$ cat src/rtl/tmr_pkg.sv
package tmr_pkg;
  typedef enum logic [1:0] {
    TM_ONESHOT  = 2'b00,
    TM_PERIODIC = 2'b01,
    TM_DEADLINE = 2'b10,
    TM_RSVD     = 2'b11
  } tmr_mode_e;

  typedef enum logic [1:0] {
    AD_CFG   = 2'd0,
    AD_INIT  = 2'd1,
    AD_DL_LO = 2'd2,
    AD_DL_HI = 2'd3
  } tmr_addr_e;

  localparam int VEC_LSB  = 0;
  localparam int VEC_W    = 8;
  localparam int MASK_BIT = 16;
  localparam int MODE_LSB = 17;
endpackage

$ cat src/rtl/tmr_cfg_reg.sv
module tmr_cfg_reg
  import tmr_pkg::*;
#(
  parameter int DATA_W = 32
) (
  input  logic              clk,
  input  logic              rst_n,
  input  logic              sw_en,
  input  logic              wr_cfg,
  input  logic [DATA_W-1:0] wr_data,
  output logic [DATA_W-1:0] cfg_q,
  output logic              masked,
  output logic              periodic,
  output logic              dl_mode,
  output logic              disarm
);
  logic [DATA_W-1:0] cfg_next;
  tmr_mode_e         cur_mode;
  tmr_mode_e         new_mode;

  always_comb begin
    cfg_next = '0;
    cfg_next[VEC_LSB +: VEC_W] = wr_data[VEC_LSB +: VEC_W];
    cfg_next[MASK_BIT]         = wr_data[MASK_BIT] | ~sw_en;
    cfg_next[MODE_LSB +: 2]    = wr_data[MODE_LSB +: 2];
  end

  assign cur_mode = tmr_mode_e'(cfg_q[MODE_LSB +: 2]);
  assign new_mode = tmr_mode_e'(wr_data[MODE_LSB +: 2]);
  assign masked   = cfg_q[MASK_BIT];
  assign periodic = (cur_mode == TM_PERIODIC);
  assign dl_mode  = (cur_mode == TM_DEADLINE);
  // crossing the deadline boundary in either direction disarms
  assign disarm   = wr_cfg && ((new_mode == TM_DEADLINE) != dl_mode);

  always_ff @(posedge clk) begin
    if (!rst_n) begin
      cfg_q           <= '0;
      cfg_q[MASK_BIT] <= 1'b1;
    end else if (wr_cfg) begin
      cfg_q <= cfg_next;
    end
  end

  // disabled software forces the mask bit
  a_r10_mask_forced: assert property (@(posedge clk) disable iff (!rst_n)
    (wr_cfg && !sw_en) |=> cfg_q[MASK_BIT]);
endmodule

$ cat src/rtl/tmr_down_counter.sv
module tmr_down_counter #(
  parameter int CNT_W = 32
) (
  input  logic             clk,
  input  logic             rst_n,
  input  logic             load,
  input  logic [CNT_W-1:0] load_val,
  input  logic             periodic,
  input  logic             disarm,
  output logic [CNT_W-1:0] count,
  output logic             expire
);
  localparam logic [CNT_W-1:0] ONE = CNT_W'(1);

  logic [CNT_W-1:0] init_q;

  assign expire = (count == ONE) && !load && !disarm;

  always_ff @(posedge clk) begin
    if (!rst_n) begin
      count  <= '0;
      init_q <= '0;
    end else if (disarm) begin
      count <= '0;
    end else if (load) begin
      count  <= load_val;
      init_q <= load_val;
    end else if (count != '0) begin
      if (count == ONE && periodic) count <= init_q;
      else                          count <= count - ONE;
    end
  end

  // a load places the written value in the count
  a_r1_load: assert property (@(posedge clk) disable iff (!rst_n)
    (load && !disarm) |=> (count == $past(load_val)));
  // disarm leaves the count at zero
  a_r7_disarm_clears: assert property (@(posedge clk) disable iff (!rst_n)
    disarm |=> (count == '0));
  // periodic expiry reloads
  a_r3_reload: assert property (@(posedge clk) disable iff (!rst_n)
    (expire && periodic) |=> (count == init_q));
  // one step per clock without reload outside periodic mode
  a_r2_step: assert property (@(posedge clk) disable iff (!rst_n)
    ((count != '0) && !periodic && !load && !disarm) |=> (count == $past(count) - ONE));
endmodule

$ cat src/rtl/tmr_deadline.sv
module tmr_deadline #(
  parameter int DATA_W = 32,
  parameter int TS_W   = 64
) (
  input  logic              clk,
  input  logic              rst_n,
  input  logic              wr_lo,
  input  logic              wr_hi,
  input  logic [DATA_W-1:0] wdata,
  input  logic              clear,
  input  logic              active,
  output logic [TS_W-1:0]   timebase,
  output logic [TS_W-1:0]   deadline,
  output logic              hit
);
  localparam int HI_W = TS_W - DATA_W;

  logic [DATA_W-1:0] stage_q;
  logic [TS_W-1:0]   commit_val;

  assign commit_val = {wdata[HI_W-1:0], stage_q};
  assign hit = active && (deadline != '0) && (timebase >= deadline) && !clear && !wr_hi;

  always_ff @(posedge clk) begin
    if (!rst_n) begin
      timebase <= '0;
      deadline <= '0;
      stage_q  <= '0;
    end else begin
      timebase <= timebase + TS_W'(1);
      if (wr_lo) stage_q <= wdata;
      if (clear)      deadline <= '0;
      else if (wr_hi) deadline <= commit_val;
      else if (hit)   deadline <= '0;
    end
  end

  // a deadline match consumes the deadline
  a_r9_clear_after_hit: assert property (@(posedge clk) disable iff (!rst_n)
    hit |=> (deadline == '0));
  // mode boundary crossing drops the deadline
  a_r7_deadline_dropped: assert property (@(posedge clk) disable iff (!rst_n)
    clear |=> (deadline == '0));
endmodule

$ cat src/rtl/mode_countdown_timer.sv
module mode_countdown_timer
  import tmr_pkg::*;
#(
  parameter int DATA_W = 32,
  parameter int CNT_W  = 32,
  parameter int TS_W   = 64
) (
  input  logic              clk,
  input  logic              rst_n,
  input  logic              sw_en,
  input  logic              wr_en,
  input  logic [1:0]        wr_addr,
  input  logic [DATA_W-1:0] wr_data,
  output logic [DATA_W-1:0] cfg_o,
  output logic [CNT_W-1:0]  count_o,
  output logic [TS_W-1:0]   deadline_o,
  output logic [TS_W-1:0]   timebase_o,
  output logic              irq_o
);
  logic wr_cfg, wr_init, wr_lo, wr_hi;
  logic masked, periodic, dl_mode, disarm;
  logic cnt_expire, dl_hit, load;

  assign wr_cfg  = wr_en && (wr_addr == AD_CFG);
  assign wr_init = wr_en && (wr_addr == AD_INIT);
  assign wr_lo   = wr_en && (wr_addr == AD_DL_LO);
  assign wr_hi   = wr_en && (wr_addr == AD_DL_HI);
  assign load    = wr_init && !dl_mode;

  tmr_cfg_reg #(.DATA_W(DATA_W)) u_cfg (
    .clk(clk), .rst_n(rst_n), .sw_en(sw_en), .wr_cfg(wr_cfg), .wr_data(wr_data),
    .cfg_q(cfg_o), .masked(masked), .periodic(periodic), .dl_mode(dl_mode),
    .disarm(disarm)
  );

  tmr_down_counter #(.CNT_W(CNT_W)) u_cnt (
    .clk(clk), .rst_n(rst_n), .load(load), .load_val(wr_data[CNT_W-1:0]),
    .periodic(periodic), .disarm(disarm), .count(count_o), .expire(cnt_expire)
  );

  tmr_deadline #(.DATA_W(DATA_W), .TS_W(TS_W)) u_dl (
    .clk(clk), .rst_n(rst_n), .wr_lo(wr_lo), .wr_hi(wr_hi), .wdata(wr_data),
    .clear(disarm), .active(dl_mode), .timebase(timebase_o),
    .deadline(deadline_o), .hit(dl_hit)
  );

  always_ff @(posedge clk) begin
    if (!rst_n) irq_o <= 1'b0;
    else        irq_o <= (cnt_expire | dl_hit) & ~masked;
  end

  // mask suppresses the next pulse
  a_r11_masked_quiet: assert property (@(posedge clk) disable iff (!rst_n)
    masked |=> !irq_o);
  // initial-count writes in deadline mode do not touch the count
  a_r8_init_ignored: assert property (@(posedge clk) disable iff (!rst_n)
    (wr_init && dl_mode) |=> $stable(count_o));
endmodule

$ cat config.mk
export PLATFORM = sky130hd
export DESIGN_NAME = mode_countdown_timer
export DESIGN_NICKNAME = d
export VERILOG_FILES = /design/src/rtl/tmr_pkg.sv /design/src/rtl/tmr_cfg_reg.sv /design/src/rtl/tmr_down_counter.sv /design/src/rtl/tmr_deadline.sv /design/src/rtl/mode_countdown_timer.sv
export SDC_FILE = /design/constraint.sdc
export NUM_CORES = 1
export LEC_CHECK = 0
export BUFFER_PORTS_ARGS = -buffer_cell sky130_fd_sc_hd__clkbuf_2
export CAP_MARGIN = 20
export CORE_MARGIN = 2
export CORE_UTILIZATION = 54
export CTS_CLUSTER_DIAMETER = 120
export DETAILED_ROUTE_END_ITERATION = 6
export PLACE_DENSITY = 0.79
export SETUP_SLACK_MARGIN = 0.05
export SKIP_CTS_REPAIR_TIMING = 1
export SLEW_MARGIN = 20
export SYNTH_ARGS = -nofsm -noshare
export SYNTH_HDL_FRONTEND = slang
export SYNTH_SLANG_ARGS = --single-unit
$ cat constraint.sdc
create_clock -name clk -period 3 [get_ports clk]
set_input_delay 0.45 -clock clk [delete_from_list [all_inputs] [get_ports clk]]
set_output_delay 0.45 -clock clk [all_outputs]
set_load 0.05 [all_outputs]
[Word level (Yosys, flattened, before mapping)]
Index checks and enable logic that the tools add are counted.
Word-level totals
  register bits after elaboration: 236
  bits of input ports: 38
  output and inout bits: 193
  logic and storage cells: 54
Operators by class
  add/subtract/negate cells: 2
  $lt $le $gt $ge: 1
  equality and inequality tests: 8
  mux-type cells: 5
  bitwise operators: 7
  reductions and logical operators: 24
Operator list (number)
  two-way mux 64 bit: 2
  two-way mux 32 bit: 3
  adder 64 x 1 -> 64 bit, second input constant: 1
  >= comparator 64 bit: 1
  nonzero test 64 bit: 1
  == test 32 x 1 -> 1 bit, second input constant: 1
  nonzero test 32 bit: 1
  subtractor 32 x 1 -> 32 bit, second input constant: 1
  logical AND 1 bit: 13
  == test 2 bit, second input constant: 4
  == test 2 x 1 -> 1 bit, second input constant: 2
  logical NOT 1 bit: 4
  NOT 1 bit: 4
  nonzero test 2 bit: 2
  logical NOT 2 bit: 1
  OR 1 bit: 2
  AND reduction 2 bit: 1
  OR reduction 2 bit: 1
  AND 1 bit: 1
  inequality test 1 bit: 1

[Longest topological paths before layout]
  depth in word-level cells: 8
  gate-level depth with buffers: 11
  mapped depth without buffers: 9

[By module]
From an unflattened synthesis, not the netlist that was laid out.
Unflattened totals
  cells, all modules: 1340
  area total of the unflattened synthesis: 12086.6 um^2
Modules (own cells, without submodules)
  tmr_deadline: instances 1, cells an instance 823, area an instance 7810.0 um^2, sequential area each 3203.1 um^2
  tmr_down_counter: instances 1, cells an instance 444, area an instance 3570.9 um^2, sequential area each 1281.2 um^2
  tmr_cfg_reg: instances 1, cells an instance 65, area an instance 639.4 um^2, sequential area each 220.2 um^2
  mode_countdown_timer: instances 1, cells an instance 8, area an instance 66.3 um^2, sequential area each 20.0 um^2

[Least setup slack after synthesis]
No wires, ideal clock.
  path type: reg2reg
  from: register u_dl.deadline[19]
  to: register u_dl.deadline[10]
  data arrival time: 2773 ps
  required time: 2939 ps
  slack: 167 ps
  cell stages (with the launch flop): 11
  clock period less this slack: 2833 ps
  cells stage by stage: dfxtp_1 inv_1 ha_1 a21oi_1 a31oi_1 a211o_1 a2111oi_0 o211ai_1 o31ai_4 buf_2 a22o_1
On the way
  cells in the longest elaborated chain, start to end: 6
  elaborated cells between the ends (all ways): 7
RTL lines
  start, declared: RTL line tmr_deadline.sv:13  | output logic [TS_W-1:0] deadline,
  start signal, assigned: RTL line tmr_deadline.sv:33  | else if (wr_hi) deadline <= commit_val;
  parallel branches: the longest is 2 deep, another holds >= comparator 64 bit
  logical AND 1 bit (*) (3 in series): RTL line tmr_deadline.sv:22  | assign hit = active && (deadline != '0) && (timebase >= deadline) && !clear && !wr_hi;
  nonzero test 2 bit (no source line) (*)
Mark *: on every way between the ends.
A chain may end at the register's enable or synchronous reset.

[Worst setup path after layout]
  from: register u_dl.deadline[22]
  to: register u_dl.deadline[53]
The elaborated chain is that of the path after synthesis.

==> metrics.yaml <==
setup_path:
  crit_required_ns: 3.47
  critical_path.cell_chain: "inv_1, ha_1, a21oi_1, nand2_1, a211o_1, a2111oi_4, o211ai_1, o31ai_4, buf_4, buf_12, a22o_1"
  worst-path-stages: 11
  critPathLaunchType: "flop"
  crit_fanout: 27
  cp_data_arrival_time_ns: 3.26
  worst-r2r-setup-slack_ns: 0.21
  crit_type: "reg -> reg"
  cpMaxStageDelayCell: "dfxtp_1"
  critPathMaxStageDelay_ns: 0.39
  worstRegToRegCells: 11
  crit_family: "compound AO/OA/AOI/OAI gates"
  worst-path-buf-inv: 3
  endpoint_kind: "flop"
run:
  maxCapViolCount: 0
logic_synthesis:
  synth_ff_type: "dfxtp_1"
  async_reset_ff_frac: 0
  ys_seq_area_frac: 0.418
  synth-edff-count: 0
  yosys_warnings: 0
  post_synth.cell_area_avg_um2: 8.37
  ys_seq_elements: 236
  synth_cells: 1351
  synth_area_um2: 11300
  ys_types: 58
timing:
  final.setup_skew_ns: 0.0126
  setup_viol: 0
  hold_viol: 0
  whs_ns: 0.168
  worstMarginPinSlew_ns: 0.987
  max_freq_mhz: 358
  period_needed_ns: 2.79
  rsz0062_at_grt: "false"
  relSlewSlack: 0.340
  fin_crit_sh: 0.931
  final-max-slew-violation-count: 0
routing:
  drc_errors: 0
  drt_first_pass_iters: 6
  vias: 10840
  routed_wl_um: 34700
  postRouteAntennaNets: 0
  wl_per_cell_um: 18.6
  drt_iter0_drc: 999
  avgViaCountPerCell: 5.81
power:
  switching_share: 0.363
  cellLeakagePower_uw: 0.00590
  p_comb_frac: 0.297
  p_per_area_nw_per_um2: 717
  seqPwrFrac: 0.376
  vdd_drop_max_mv: 0.581
  internal_power_uw: 6260
  clkPwrFrac: 0.327
  power_switching_uw: 3580
floorplan:
  die_y_um: 149
  initial_core_util: 0.555
  rows: 52
  die_area_um2: 22100
  die_x_um: 149
  ioPinCount: 231
  core_area_um2: 20400
cells_and_area:
  drive_gt1_frac: 0.208
  n_antenna_cell: 0
  syn_to_final_growth_pct: 21.3
  final_core_util: 0.674
  nNetsFinal: 1683
hold_path:
  worstHoldPathCells: 2
  worstHoldPathType: "in -> reg"
cts:
  worst_skew_pair.late_latency_ns: 0.53
  cts_tree: "built"
  cts_buffer_depth: 3
  htreeDepth: 1
  root_buffer: "clkbuf_16"
  cts_made_buffers: 25
  cts.sinks: 236
  path_clk_slew_ns: 0.06
global_routing:
  overflow: 0
  grt_use_total: 0.303
  grt_max_degree: 65
  grt_pass1_wl_um: 53700
  antenna_found_initial: 0
  grt_pass1_vias: 10204
place:
  port_buffers: 209
  detailedPlacementHpwl_um: 24900
  gp_congestion: 0.888
run_status:
  outcome: "finished, final reports clean"
-- cell usage after synthesis, types with 8 or more instances --
cell	number	area, um^2
a21oi_1	122	611
xor2_1	26	228
o211ai_1	12	90.1
and3_1	16	100
mux2i_1	8	80.1
a22o_1	68	596
dfxtp_1	236	4720
nand4_1	28	175
nor4_1	34	213
nand3_1	39	195
nor2_1	93	349
ha_1	67	838
and2_1	11	68.8
xnor2_1	41	359
nand2_1	226	848
nor3_1	14	70.1
o21ai_0	43	215
or3_1	19	119
buf_2	12	60.1
inv_1	76	285
nand2b_1	13	81.3
buf_4	23	173
a21o_1	9	67.6
clkbuf_1	44	165
-- power by group through the flow --
stage / clock network, uW / registers (uW) / logic, uW
2_1_floorplan: 0 / 4420 / 1490
3_3_place_gp: 0 / 3750 / 2810
3_5_place_dp: 0 / 3750 / 2850
4_1_cts: 3230 / 3680 / 2870
5_1_grt: 3370 / 3720 / 3180
6_report: 3220 / 3700 / 2920
-- per-layer routing --
| layer | vias up | share of wire | global-route usage |
|---|---|---|---|
| met5 | - | 0 | 0 |
| met4 | 0 | 0.039 | 0.130 |
| met3 | 96 | 0.10 | 0.0684 |
| met2 | 522 | 0.46 | 0.481 |
| met1 | 5083 | 0.40 | 0.399 |
| li1 | 5139 | - | - |
-- registers in the layout, summed over array words and instances, names as in the netlist --
| signal | count |
|---|---|
| u_cfg.cfg_q | 11 |
| u_dl.timebase | 64 |
| u_cnt.count | 32 |
| u_cnt.init_q | 32 |
| u_dl.stage_q | 32 |
| u_dl.deadline | 64 |
| irq_o | 1 |
-- path summary, 6_finish.rpt --
kind | start | end
worst max-delay path | u_dl.deadline[22] | u_dl.deadline[53]
worst min-delay path | rst_n | u_cfg.cfg_q[16]
worst max register to register | u_dl.deadline[22] | u_dl.deadline[53]
worst min register to register | u_cnt.init_q[28] | u_cnt.init_q[28]
-- worst reg2reg max path, delay by kind of cell, from the launching register on --
family	cells	cell delay [ns]
AOI/OAI and AO/OA	6	1.55
buffers and inverters	3	0.40
DFF	1	0.39
adders and majority gates	1	0.32
and+or+nand+nor	1	0.07
-- final cells by class --
class / instances / area, um^2
Timing Repair Buffer: 262 / 1500
Tap cell: 270 / 338
Multi-Input combinational cell: 976 / 6000
Sequential cell: 236 / 4720
Clock buffer: 31 / 698
Inverter: 77 / 290
Fill cell: 1682 / 6650
Clock inverter: 15 / 161
-- logic make-up (layout without fill, tap and decap cells) --
| family | after synthesis | after routing | share of synthesized area |
|---|---|---|---|
| muxes | 8 | 8 | 0.00708 |
| adders and majority gates | 67 | 67 | 0.0741 |
| and+or+nand+nor | 527 | 527 | 0.223 |
| xor gates and xnor gates | 68 | 68 | 0.0533 |
| other | 1 | 21 | 0.000332 |
| buffers and inverters | 159 | 385 | 0.0617 |
| DFF | 236 | 236 | 0.418 |
| AOI/OAI and AO/OA | 285 | 285 | 0.163 |
-- placed cells by master, fill, tap and decap left out, types with 26 or more instances in the layout --
| master | instances |
|---|---|
| nor4_1 | 33 |
| ha_1 | 67 |
| xor2_1 | 26 |
| clkbuf_16 | 26 |
| nand3_1 | 39 |
| nor2_1 | 91 |
| clkbuf_2 | 209 |
| a22o_1 | 68 |
| nand2_1 | 226 |
| o21ai_0 | 43 |
| inv_1 | 76 |
| a21oi_1 | 122 |
| xnor2_1 | 41 |
| dfxtp_1 | 236 |
| buf_4 | 48 |
| nand4_1 | 28 |
-- stage by stage --
stage | total power (uW) | instance area, um^2 | worst slack [ns] | setup TNS, ns | instances
6_report | 9840 | 13700 | 0.207 | 0 | 1867
5_1_grt | 10300 | 13700 | 0.0427 | 0 | 1867
4_1_cts | 9790 | 13600 | -0.0477 | -0.686 | 1863
3_5_place_dp | 6600 | 12800 | -0.000746 | -0.000746 | 1817
3_3_place_gp | 6560 | 12800 | -0.0135 | -0.579 | 1817
2_1_floorplan | 5910 | 11400 | 0.167 | 0 | 1371
(Power assumes the default switching activity.)
